### config.mk
export PLATFORM = sky130hd
export DESIGN_NAME = gf2m_pipe_mul
export DESIGN_NICKNAME = d
export VERILOG_FILES = /design/src/rtl/gf2m_pkg.sv /design/src/rtl/gf2m_pair_stage.sv /design/src/rtl/gf2m_xor_tree.sv /design/src/rtl/gf2m_valid_pipe.sv /design/src/rtl/gf2m_pipe_mul.sv
export SDC_FILE = /design/constraint.sdc
export NUM_CORES = 1
export LEC_CHECK = 0
export ABC_AREA = 0
export BUFFER_PORTS_ARGS = -buffer_cell sky130_fd_sc_hd__buf_2
export CAP_MARGIN = 25
export CORE_MARGIN = 2
export CORE_UTILIZATION = 35
export CTS_BUF_LIST = sky130_fd_sc_hd__clkbuf_2
export DETAILED_ROUTE_END_ITERATION = 8
export PLACE_DENSITY = 0.55
export SETUP_SLACK_MARGIN = 0.15
export SLEW_MARGIN = 20
export SYNTH_ARGS = -nofsm -noshare
export SYNTH_HDL_FRONTEND = slang
export SYNTH_HIERARCHICAL = 1
export SYNTH_SLANG_ARGS = --single-unit
export TNS_END_PERCENT = 20
### constraint.sdc
create_clock -name clk -period 1.3 [get_ports clk]
set_input_delay 0.13 -clock clk [delete_from_list [all_inputs] [get_ports clk]]
set_output_delay 0.13 -clock clk [all_outputs]
set_load 0.1 [all_outputs]
### src/rtl/gf2m_pkg.sv
package gf2m_pkg;

  localparam int unsigned GF_MAXM = 16;
  typedef logic [GF_MAXM-1:0] gf_word_t;

  // number of symmetric partial-product nodes (i <= j)
  function automatic int unsigned pair_count(int unsigned m);
    return (m * (m + 1)) / 2;
  endfunction

  // slot of node (i, j), i <= j, in row-major upper-triangle order
  function automatic int unsigned pair_slot(int unsigned i, int unsigned j, int unsigned m);
    return i * m - (i * (i - 1)) / 2 + (j - i);
  endfunction

  // 4-input XOR levels needed to fold n leaves into one bit (at least one)
  function automatic int unsigned tree_levels(int unsigned n);
    int unsigned lv;
    int unsigned cap;
    lv  = 0;
    cap = 1;
    while (cap < n) begin
      cap = cap * 4;
      lv++;
    end
    return (lv == 0) ? 1 : lv;
  endfunction

  function automatic int unsigned pipe_latency(int unsigned m);
    return 1 + tree_levels(pair_count(m));
  endfunction

  function automatic gf_word_t low_mask(int unsigned m);
    return gf_word_t'((32'd1 << m) - 32'd1);
  endfunction

  // x^d mod g, poly_low holds g without its leading x^m term
  function automatic gf_word_t xpow_mod(int unsigned d, int unsigned m, gf_word_t poly_low);
    gf_word_t r;
    logic     carry;
    r = gf_word_t'(1);
    for (int unsigned s = 0; s < d; s++) begin
      carry = r[m-1];
      r = (r << 1) & low_mask(m);
      if (carry) r = r ^ poly_low;
    end
    return r;
  endfunction

  // bit-serial shift-and-reduce product, most significant multiplier bit first
  function automatic gf_word_t mul_ref(gf_word_t a, gf_word_t b, int unsigned m, gf_word_t poly_low);
    gf_word_t r;
    logic     carry;
    r = '0;
    for (int i = int'(m) - 1; i >= 0; i--) begin
      carry = r[m-1];
      r = (r << 1) & low_mask(m);
      if (carry) r = r ^ poly_low;
      if (b[i]) r = r ^ a;
    end
    return r;
  endfunction

endpackage

### src/rtl/gf2m_pair_stage.sv
module gf2m_pair_stage
  import gf2m_pkg::*;
#(
  parameter int unsigned M  = 8,
  parameter int unsigned NP = pair_count(M)
) (
  input  logic          clk,
  input  logic          rst_n,
  input  logic [M-1:0]  a,
  input  logic [M-1:0]  b,
  output logic [NP-1:0] pp_q
);

  logic [NP-1:0] pp_d;

  for (genvar i = 0; i < M; i++) begin : g_row
    for (genvar j = i; j < M; j++) begin : g_col
      localparam int unsigned SLOT = pair_slot(i, j, M);
      if (i == j) begin : g_diag
        // two-input node
        assign pp_d[SLOT] = a[i] & b[i];
      end else begin : g_cross
        // four-input node: both cross terms share every output equation
        assign pp_d[SLOT] = (a[i] & b[j]) ^ (a[j] & b[i]);
      end
    end
  end

  always_ff @(posedge clk or negedge rst_n) begin
    if (!rst_n) pp_q <= '0;
    else        pp_q <= pp_d;
  end

endmodule

### src/rtl/gf2m_xor_tree.sv
module gf2m_xor_tree #(
  parameter int unsigned N      = 36,
  parameter int unsigned LEVELS = 3
) (
  input  logic         clk,
  input  logic         rst_n,
  input  logic [N-1:0] leaves,
  output logic         sum_q
);

  localparam int unsigned W = 4 ** LEVELS;

  logic [W-1:0] padded;
  assign padded = W'(leaves);

  for (genvar l = 0; l < LEVELS; l++) begin : g_lvl
    localparam int unsigned IN_W  = W >> (2 * l);
    localparam int unsigned OUT_W = IN_W / 4;
    logic [IN_W-1:0]  din;
    logic [OUT_W-1:0] q;

    if (l == 0) begin : g_first
      assign din = padded;
    end else begin : g_next
      assign din = g_lvl[l-1].q;
    end

    // each output bit is one 4-input node followed by a register
    always_ff @(posedge clk or negedge rst_n) begin
      if (!rst_n) q <= '0;
      else begin
        for (int o = 0; o < int'(OUT_W); o++) q[o] <= ^din[4*o +: 4];
      end
    end
  end

  assign sum_q = g_lvl[LEVELS-1].q[0];

endmodule

### src/rtl/gf2m_valid_pipe.sv
module gf2m_valid_pipe #(
  parameter int unsigned DEPTH = 4
) (
  input  logic clk,
  input  logic rst_n,
  input  logic vin,
  output logic vout
);

  logic [DEPTH-1:0] sr;

  always_ff @(posedge clk or negedge rst_n) begin
    if (!rst_n) sr <= '0;
    else        sr <= {sr[DEPTH-2:0], vin};
  end

  assign vout = sr[DEPTH-1];

endmodule

### src/rtl/gf2m_pipe_mul.sv
module gf2m_pipe_mul
  import gf2m_pkg::*;
#(
  parameter int unsigned M    = 8,
  parameter logic [M:0]  POLY = 9'b110001101
) (
  input  logic         clk,
  input  logic         rst_n,
  input  logic         in_valid,
  input  logic [M-1:0] a,
  input  logic [M-1:0] b,
  output logic         out_valid,
  output logic [M-1:0] c
);

  localparam int unsigned NP       = pair_count(M);
  localparam int unsigned LEVELS   = tree_levels(NP);
  localparam int unsigned LAT      = 1 + LEVELS;
  localparam gf_word_t    POLY_LOW = gf_word_t'(POLY[M-1:0]);

  // which partial-product nodes reach output bit k
  function automatic logic [NP-1:0] leaf_mask(int unsigned k);
    logic [NP-1:0] mk;
    gf_word_t      r;
    mk = '0;
    for (int unsigned i = 0; i < M; i++) begin
      for (int unsigned j = i; j < M; j++) begin
        r = xpow_mod(i + j, M, POLY_LOW);
        mk[pair_slot(i, j, M)] = r[k];
      end
    end
    return mk;
  endfunction

  logic [NP-1:0] pp_q;

  gf2m_pair_stage #(.M(M), .NP(NP)) u_pairs (
    .clk  (clk),
    .rst_n(rst_n),
    .a    (a),
    .b    (b),
    .pp_q (pp_q)
  );

  // one private reduction tree per output bit (duplicated logic, no sharing)
  for (genvar k = 0; k < M; k++) begin : g_out
    localparam logic [NP-1:0] MASK = leaf_mask(k);
    logic [NP-1:0] leaves;
    assign leaves = pp_q & MASK;

    gf2m_xor_tree #(.N(NP), .LEVELS(LEVELS)) u_tree (
      .clk   (clk),
      .rst_n (rst_n),
      .leaves(leaves),
      .sum_q (c[k])
    );
  end

  gf2m_valid_pipe #(.DEPTH(LAT)) u_vpipe (
    .clk  (clk),
    .rst_n(rst_n),
    .vin  (in_valid),
    .vout (out_valid)
  );

endmodule

Yosys cells after proc, flatten, opt, wreduce, memory -nomap -nowiden
Index checks and enable logic that the tools add are counted.
Operators by class
  bitwise gates (word level): 92
  reduce and logical (&&, ||, !) cells: 70
Operators by type and width (count)
  XOR reduction 4 bit: 70
  bitwise AND 1 bit: 64
  bitwise XOR 1 bit: 28
Storage, ports and cells
  flip-flop bits (word level): 122
  input port bits: 19
  word-level logic and storage cells: 188

Logic depth before layout (Yosys ltp)
Gate-level depths: netlist of the first run.
  depth in word-level cells: 2
  depth in mapped cells: 3
  gate-level depth less buffers: 2

Modules after synthesis
Netlist of the first run, hierarchy kept.
By module, submodules not included
  gf2m_xor_tree: times used 8, cells an instance 48, area each 631.9 um^2, sequential area each 325.3 um^2
  gf2m_pair_stage: times used 1, cells an instance 130, area each 1418.9 um^2, sequential area each 900.9 um^2
  gf2m_valid_pipe: times used 1, cells an instance 4, area each 100.1 um^2, sequential area each 100.1 um^2
  gf2m_pipe_mul: times used 1, cells an instance 1, area each 3.8 um^2, sequential area each 0.0 um^2

Worst setup path after synthesis of the first run
OpenSTA, ideal clock, no wires.
  path kind: flip-flop to output port
  start point: register g_out[0].u_tree.g_lvl[2].q
  end point: output port c[0]
  arrival: 883 ps
  data required time: 1170 ps
  path slack: 287 ps
  cell stages (with the launch flop): 1
  buffers on the path: 0
  cell sequence: dfrtp_1
RTL lines
  start, declared: RTL line gf2m_xor_tree.sv:20  | logic [OUT_W-1:0] q;
  start signal, assigned: RTL line gf2m_xor_tree.sv:30  | if (!rst_n) q <= '0;
  end, declared: RTL line gf2m_pipe_mul.sv:13  | output logic [M-1:0] c
No word-level cell between the ends.

Worst setup path in the final report of the first run
  start point: register g_out[0].u_tree.g_lvl[2].q
  end point: output port c[0]
No word-level cell between the ends.

==> results_dict.tcl, run 1 <==
set metrics [dict create \
    cp_data_arrival_time_ps 1290 \
    crit_buf_inv 1 \
    fill_cells 1762 \
    r2r_setup_slack_ps 300 \
    switching_share_pct 34.0 \
    drt_first_pass_iters 4 \
    skew_ps 33.4 \
    dp_hpwl_um 7300 \
    root_buffer "clkbuf_2" \
    overflow 0 \
    dp_cells 981 \
    cp-end-kind "output pin" \
    reg2reg_to "g_out[6].u_tree/g_lvl[0].q[7]" \
    die-area_um2 19900 \
    fmax_ghz 0.704 \
    routed_wl_um 10100 \
    seq_power_share_pct 48.0 \
    top_level_ports 28 \
    maxCapViolCount 0 \
    routed-wl-met2_um 5130 \
    power_leakage_uw 0.00394 \
    initial_core_util_pct 35.4 \
    wl_per_cell_um 9.64 \
    violations "negative setup slack" \
    finalHoldViolations 0 \
    power_frac_comb_pct 33.7 \
    dieHeight_um 141 \
    grt_pass1_vias 3836 \
    post-place-ws_ps 296 \
    setup_viol 9 \
    area_growth_pct 28.0 \
    hold_class "in2reg" \
    tns_ps -989 \
    cts.sink_count 144 \
    mostFrequentLayoutCells "conb_1 (199), xnor2_1 (192), dfrtp_1 (144), xor2_1 (116), nand2_1 (56)" \
    cts_htree_levels 4 \
    irDropWorstVdd_mv 0.565 \
    slew_viol_final 0 \
    layoutNonFillerInstCount 1045 \
    cts_tree "yes" \
    num_rows 50 \
    switching_power_uw 4410 \
    grt_use_total_pct 11.6 \
    antenna_found_initial 1 \
    rr_startpoint "u_pairs/pp_q[31]" \
    crit_chain "buf_8" \
    seqCellArea_um2 3600 \
    internal_power_uw 8570 \
    avgSynthCellArea_um2 12.7 \
    yosysTopAreaCellShare_pct 54.8 \
    drc 0 \
    nets 816 \
    clk_latency_ps 700 \
    vias_per_cell 3.60 \
    cts_made_buffers 17 \
    yosys-top-cells-area "dfrtp_1 (55%), xnor2_1 (26%), xor2_1 (15%), nand2_1 (3.2%), and2_1 (0.57%)" \
    wl_met1_um 4380 \
    required_ps 1170 \
    yosysUniqueCellTypes 8 \
    outcome "complete, but fails checks" \
    syn_inst 519 \
    mostFrequentLayoutCell "conb_1" \
    fin_crit_ps 1420 \
    pwr-share-clk_pct 18.3 \
    cp_top_family "flip-flops" \
    slowest_stage "dfrtp_1" \
    fin_ws_ps -120 \
    yosysTopAreaCell "dfrtp_1" \
    drive_above_1_share_pct 7.78 \
    power_density_nw_per_um2 1540 \
    clk_pin_slew_ps 200 \
    grt_first_pass_wirelength_um 17500 \
    synth_seq_cells 144 \
    yosysSeqAreaShare_pct 54.8 \
    multi_input_comb_area_um2 3710 \
    hp-start "b[1]" \
    core_um2 18600 \
    slowest_delay_ps 430 \
    grt_setup_unrepaired "true" \
    gp_congestion 0.721 \
    finalCritPeriodShare_pct 109 \
    final_util_pct 45.3 \
    cts_setup_buffers 0 \
    synth_area_um2 6580 \
    wl_met3_um 252 \
    crit_fanout 1 \
    drtIter0Drc 112 \
    startpoint_type "flop" \
    via_count 3761 \
    ant_nets 0 \
    worst-setup-path-type "reg2out" \
    reg2regPathDepth 2 \
    die_x_um 141 \
    clockBufferDepth 2 \
    whs_endpoint "u_pairs/pp_q[8]" \
    grt_max_degree 40 \
    io_buffer_count 27 \
    highest_layer "met4" \
    hold_depth 3 \
    yosysWarnings 6 \
]
cells by family (layout without fill, tap and decap cells):
group / count (synthesis) / in the layout / share of synthesized area, %
other: 1 / 200 / 0.0570
xor gates and xnor gates: 308 / 308 / 41.0
and+or+nand+nor: 64 / 64 / 3.99
buffers and inverters: 2 / 95 / 0.152
DFF: 144 / 144 / 54.8
sequential cells by signal (all words and copies together), names as in the netlist:
register,count
g_out.u_tree/g_lvl.q,96
u_pairs/pp_q,36
u_vpipe/sr,4
g_out.u_tree/sum_q,8
what timing repair did:
action,CTS,global route
endpoints found under the hold margin,181,0
setup endpoints to repair,9,9
gates resized for setup,27,0
hold buffers,31,0
metrics by stage:
step / power (µW) / area (µm²) / hold WS [ps]
5_1_grt: 13900 / 8420 / 210
6_report: 13000 / 8420 / 311
2_1_floorplan: 9560 / 7320 / -166
3_5_place_dp: 10400 / 7810 / 52.6
3_3_place_gp: 10300 / 7810 / 52.6
4_1_cts: 13200 / 8410 / 179
cell usage after synthesis:
cell       n
xnor2_1  192
and2_2     2
and2_1     6
dfrtp_1  144
nand2_1   56
buf_2      2
xor2_1   116
conb_1     1
final cells by class:
class | count | share of cell area, %
Antenna cell | 1 | 0.0297
Clock buffer | 23 | 1.37
Clock inverter | 9 | 1.09
Multi-Input combinational cell | 571 | 44.0
Sequential cell | 144 | 42.8
Tap cell | 234 | 3.48
Timing Repair Buffer | 63 | 7.18
how the worst max path moves through the flow:
stage / startpoint / end / slack (ps) / depth (start not counted)
5_1_grt: g_out[2].u_tree/sum_q / c[2] / -260 / 1
6_report: g_out[0].u_tree/sum_q / c[0] / -120 / 1
3_5_place_dp: u_pairs/pp_q[31] / g_out[6].u_tree/g_lvl[0].q[7] / 300 / 2
2_1_floorplan: g_out[0].u_tree/sum_q / c[0] / 290 / 0
3_3_place_gp: u_pairs/pp_q[31] / g_out[6].u_tree/g_lvl[0].q[7] / 290 / 2
4_1_cts: g_out[0].u_tree/sum_q / c[0] / -240 / 1
layer usage:
metal,vias up,track usage (%)
met1,1746,13.6
met2,54,19.4
met5,-,0
li1,1935,-
met4,0,6.58
met3,26,2.92
power groups by stage:
stage | logic (µW) | clock network, µW | registers (µW)
final | 4370 | 2380 | 6230
after global routing | 4760 | 2730 | 6370
after floorplan | 2440 | 0 | 7130
after CTS | 4430 | 2520 | 6260
after detailed placement | 4080 | 0 | 6310
after global placement | 4060 | 0 | 6290
Power figures use the tool's default switching activity.
==> inputs of run 2 (changes only) <==
==> constraint.sdc (replaced) <==
create_clock -name clk -period 1.3 [get_ports clk]
set_input_delay 0.26 -clock clk [delete_from_list [all_inputs] [get_ports clk]]
set_output_delay 0.26 -clock clk [all_outputs]
set_load 0.1 [all_outputs]
==> run 2 against run 1 <==
Effect of this change: the flow still finishes with violations (negative setup slack); register-to-register slack better by 30 ps; maximum frequency is 8.2% lower; total power is 2.3% higher; critical endpoint is now c[3]; wire length is 1.5% higher; clock power is 5% higher; worst hold slack worse by 97 ps.
==> results_dict.tcl, run 2 (synthesized netlist as in run 1, its figures left out) <==
set metrics [dict create \
    slowest_delay_ps 440 \
    dieHeight_um 141 \
    crit_chain "buf_12" \
    ant_nets 0 \
    cp-end-kind "output pin" \
    cp_top_family "flip-flops" \
    via_count 3786 \
    die_x_um 141 \
    drt_first_pass_iters 4 \
    switching_power_uw 4420 \
    drtIter0Drc 101 \
    skew_ps 20.8 \
    crit_path_start "g_out[3].u_tree/sum_q" \
    grt_first_pass_wirelength_um 17900 \
    violations "negative setup slack" \
    slowest_stage "dfrtp_1" \
    finalHoldViolations 0 \
    seq_power_share_pct 47.1 \
    clk_latency_ps 680 \
    cts_tree "yes" \
    final_util_pct 45.6 \
    area_growth_pct 28.9 \
    gp_congestion 0.745 \
    vias_per_cell 3.64 \
    routed_wl_um 10200 \
    switching_share_pct 33.3 \
    drive_above_1_share_pct 7.33 \
    root_buffer "clkbuf_2" \
    antenna_found_initial 1 \
    grt_max_degree 40 \
    hold_class "in2reg" \
    layoutNonFillerInstCount 1040 \
    power_frac_comb_pct 34.2 \
    initial_core_util_pct 35.4 \
    required_ps 1040 \
    cts_htree_levels 4 \
    cts_made_buffers 17 \
    power_leakage_uw 0.00395 \
    num_rows 50 \
    slew_viol_final 0 \
    maxCapViolCount 0 \
    cp_data_arrival_time_ps 1290 \
    whs_ps 214 \
    grt_use_total_pct 11.8 \
    fin_ws_ps -247 \
    nets 814 \
    fmax_ghz 0.647 \
    dp_cells 980 \
    io_buffer_count 27 \
    crit_buf_inv 1 \
    worst-setup-path-type "reg2out" \
    hp-start "in_valid" \
    outcome "complete, but fails checks" \
    clockBufferDepth 2 \
    largest_register_ffs 96 \
    internal_power_uw 8860 \
    crit_fanout 1 \
    dp_hpwl_um 7410 \
    finalCritPeriodShare_pct 119 \
    grt_setup_unrepaired "true" \
    top_level_ports 28 \
    cts_setup_buffers 0 \
    wl_per_cell_um 9.83 \
    startpoint_type "flop" \
    overflow 0 \
    fin_crit_ps 1550 \
    clk_pin_slew_ps 180 \
    drc 0 \
    die-area_um2 19900 \
    irDropWorstVdd_mv 0.585 \
    mostFrequentLayoutCell "conb_1" \
    rr_startpoint "u_pairs/pp_q[31]" \
    pwr-share-clk_pct 18.7 \
    max_flop_register "g_out.u_tree/g_lvl.q" \
    mostFrequentLayoutCells "conb_1 (199), xnor2_1 (192), dfrtp_1 (144), xor2_1 (116), nand2_1 (56)" \
    cts.sink_count 144 \
    core_um2 18600 \
    setup_viol 9 \
    grt_pass1_vias 3979 \
    power_density_nw_per_um2 1570 \
]
-- run 2: cell count changes in the layout (fill, tap and decap cells not counted), moves of 2 or more --
cell,change
clkbuf_2,-3
buf_8,-9
clkbuf_4,+2
buf_2,-3
clkinv_2,-2
buf_12,+10
-- run 2: routing by layer --
layer / vias up / wire length (µm) / track usage (%)
li1: 1924 / - / -
met1: 1788 / 4500 / 13.8
met2: 53 / 5210 / 19.9
met3: 21 / 259 / 2.99
met4: 0 / 258 / 6.32
met5: - / 0 / 0
-- run 2: metrics by stage --
stage          setup TNS, ps  total power (µW)  setup slack [ps]  instance area (µm²)
6_report               -2130             13300              -247                 8480
5_1_grt                -3330             14100              -383                 8480
4_1_cts                -3010             13500              -348                 8470
3_5_place_dp               0             10900               350                 7950
3_3_place_gp               0             10800               353                 7950
2_1_floorplan              0              9560               157                 7320
-- run 2: layout make-up --
type | count | area (µm²)
diodes | 1 | 2.50
clock buffers | 20 | 100
clock inverters | 9 | 119
fillers | 1729 | 10100
multi-input cells | 571 | 3710
flip-flops and latches | 144 | 3600
well taps | 234 | 293
repair buffers | 61 | 652
-- run 2: power by group through the flow --
| stage | sequential, µW | combinational (µW) | clock [µW] |
|---|---|---|---|
| 6_report | 6250 | 4540 | 2490 |
| 5_1_grt | 6370 | 4930 | 2820 |
| 4_1_cts | 6280 | 4580 | 2610 |
| 3_5_place_dp | 6390 | 4500 | 0 |
| 3_3_place_gp | 6370 | 4480 | 0 |
| 2_1_floorplan | 7130 | 2440 | 0 |
-- run 2: worst paths after layout --
kind                       cells after the start                            end  slack, ps
min in group asynchronous                      3                  u_vpipe/sr[3]        550
max                                            1                           c[3]       -250
min reg2reg                                    0  g_out[2].u_tree/g_lvl[1].q[2]        360
max in group asynchronous                      4               u_pairs/pp_q[20]        210
min                                            2                  u_vpipe/sr[0]        210
max reg2reg                                    2  g_out[7].u_tree/g_lvl[0].q[7]        330
-- run 2: timing repair --
item / CTS / global route
endpoints found under the setup margin: 9 / 13
hold buffers: 30 / 0
hold endpoints to repair: 181 / 0
gates resized for setup: 0 / 4
==> inputs of run 3 (changes only) <==
Settings changed: CTS_BUF_LIST sky130_fd_sc_hd__clkbuf_2 to default, CTS_CLUSTER_SIZE from default to 12.
==> run 3 against run 2 <==
Effect of this change: the flow now finishes without violations; die area unchanged; final area up 0.90%; cell count down 2.8%; core utilization up 0.41 points; register-to-register slack better by 20 ps; worst hold slack worse by 42 ps; sequential share of layout area down 0.38 points; clock power up 95%; combinational power down 2%; critical path type unchanged; critical endpoint unchanged.
==> results_dict.tcl, run 3 (synthesized netlist as in run 1, its figures left out) <==
set metrics [dict create \
    io_buffer_count 27 \
    power_leakage_uw 0.00398 \
    area_growth_pct 30.0 \
    nets 786 \
    drc 0 \
    skew_ps 5.52 \
    rr_startpoint "g_out[2].u_tree/g_lvl[0].q[3]" \
    slowest_stage "dfrtp_1" \
    startpoint_type "flop" \
    drtIter0Drc 107 \
    grt_pass1_vias 3895 \
    layoutNonFillerInstCount 1011 \
    crit_chain "buf_12" \
    slew_viol_final 0 \
    mostFrequentLayoutCells "conb_1 (199), xnor2_1 (192), dfrtp_1 (144), xor2_1 (116), nand2_1 (56)" \
    outcome "completed" \
    dieHeight_um 141 \
    vias_per_cell 3.62 \
    power_density_nw_per_um2 1820 \
    cts.sink_count 144 \
    highest_layer "met4" \
    routed_wl_um 10100 \
    fin_ws_ps 54.9 \
    worst-setup-path-type "reg2out" \
    crit_fanout 1 \
    cp_data_arrival_time_ps 990 \
    clockBufferDepth 2 \
    mostFrequentLayoutCell "conb_1" \
    grt_max_degree 40 \
    routed-wl-met2_um 4910 \
    via_count 3659 \
    cts-resized-gates 0 \
    top_level_ports 28 \
    finalCritPeriodShare_pct 95.8 \
    die_x_um 141 \
    finalHoldViolations 0 \
    grt_setup_unrepaired "true" \
    irDropWorstVdd_mv 0.978 \
    cts_setup_buffers 0 \
    dp_hpwl_um 7410 \
    antenna_found_initial 0 \
    initial_core_util_pct 35.4 \
    tns_ps 0 \
    crit_path_start "g_out[3].u_tree/sum_q" \
    cts_made_buffers 17 \
    ant_nets 0 \
    maxCapViolCount 0 \
    overflow 0 \
    clk_latency_ps 420 \
    wl_met1_um 4550 \
    cts_htree_levels 4 \
    wl_per_cell_um 9.99 \
    fmax_ghz 0.803 \
    hp-start "b[1]" \
    core_um2 18600 \
    diodes 0 \
    hold_class "in2reg" \
    slowest_delay_ps 400 \
    die-area_um2 19900 \
    root_buffer "clkbuf_16" \
    post-place-ws_ps 350 \
    num_rows 50 \
    cp-end-kind "output pin" \
    gp_congestion 0.745 \
    cts_tree "yes" \
    clk_pin_slew_ps 60 \
    fin_crit_ps 1250 \
    required_ps 1040 \
    cp_top_family "flip-flops" \
    dp_cells 980 \
    drt_first_pass_iters 4 \
    crit_buf_inv 1 \
    max_flop_register "g_out.u_tree/g_lvl.q" \
    drive_above_1_share_pct 7.59 \
    grt_use_total_pct 11.7 \
    grt_first_pass_wirelength_um 17700 \
    largest_register_ffs 96 \
    setup_viol 0 \
    wl_met3_um 367 \
]
==> run 3: worst paths after layout <==
kind,to,slack (ps),cells past startpoint
max,c[3],50,1
min,u_pairs/pp_q[9],170,3
max reg2reg,g_out[2].u_tree/g_lvl[1].q[0],350,2
min reg2reg,u_vpipe/sr[2],350,0
max in group asynchronous,g_out[0].u_tree/g_lvl[0].q[5],470,3
min in group asynchronous,u_vpipe/sr[3],300,2
==> run 3: area by class of cell <==
cell class,instances,area [µm²]
fill,1708,10000
multi-input combinational,571,3710
sequential,144,3600
clock buffer,23,478
timing repair buffer,33,364
tap,234,293
clock inverter,6,108
==> run 3: report_power, final <==
part / leakage [µW] / switching, µW / internal (µW)
sequential: 0.00171 / 623 / 5660
clock: 0.000285 / 1720 / 3130
combinational: 0.00199 / 2340 / 2130
total: 0.00398 / 4680 / 10900
==> run 3: routing by layer <==
layer / vias to the layer above / GRT usage (%)
li1: 1866 / -
met1: 1714 / 14.1
met2: 60 / 19.1
met3: 19 / 3.02
met4: 0 / 6.42
met5: - / 0
==> run 3: metrics by stage <==
stage / hold slack [ps] / cell area (µm²) / power, µW / util (%)
5_1_grt: 178 / 8550 / 16400 / 46.0
2_1_floorplan: -35.6 / 7320 / 9560 / -
4_1_cts: 150 / 8550 / 15800 / 46.0
3_3_place_gp: 169 / 7950 / 10800 / 42.8
3_5_place_dp: 169 / 7950 / 10900 / 42.8
6_report: 173 / 8550 / 15600 / 46.0
==> run 3: what timing repair did <==
item,CTS,global route
hold endpoints to repair,26,0
hold buffers,2,0
endpoints found under the setup margin,9,9
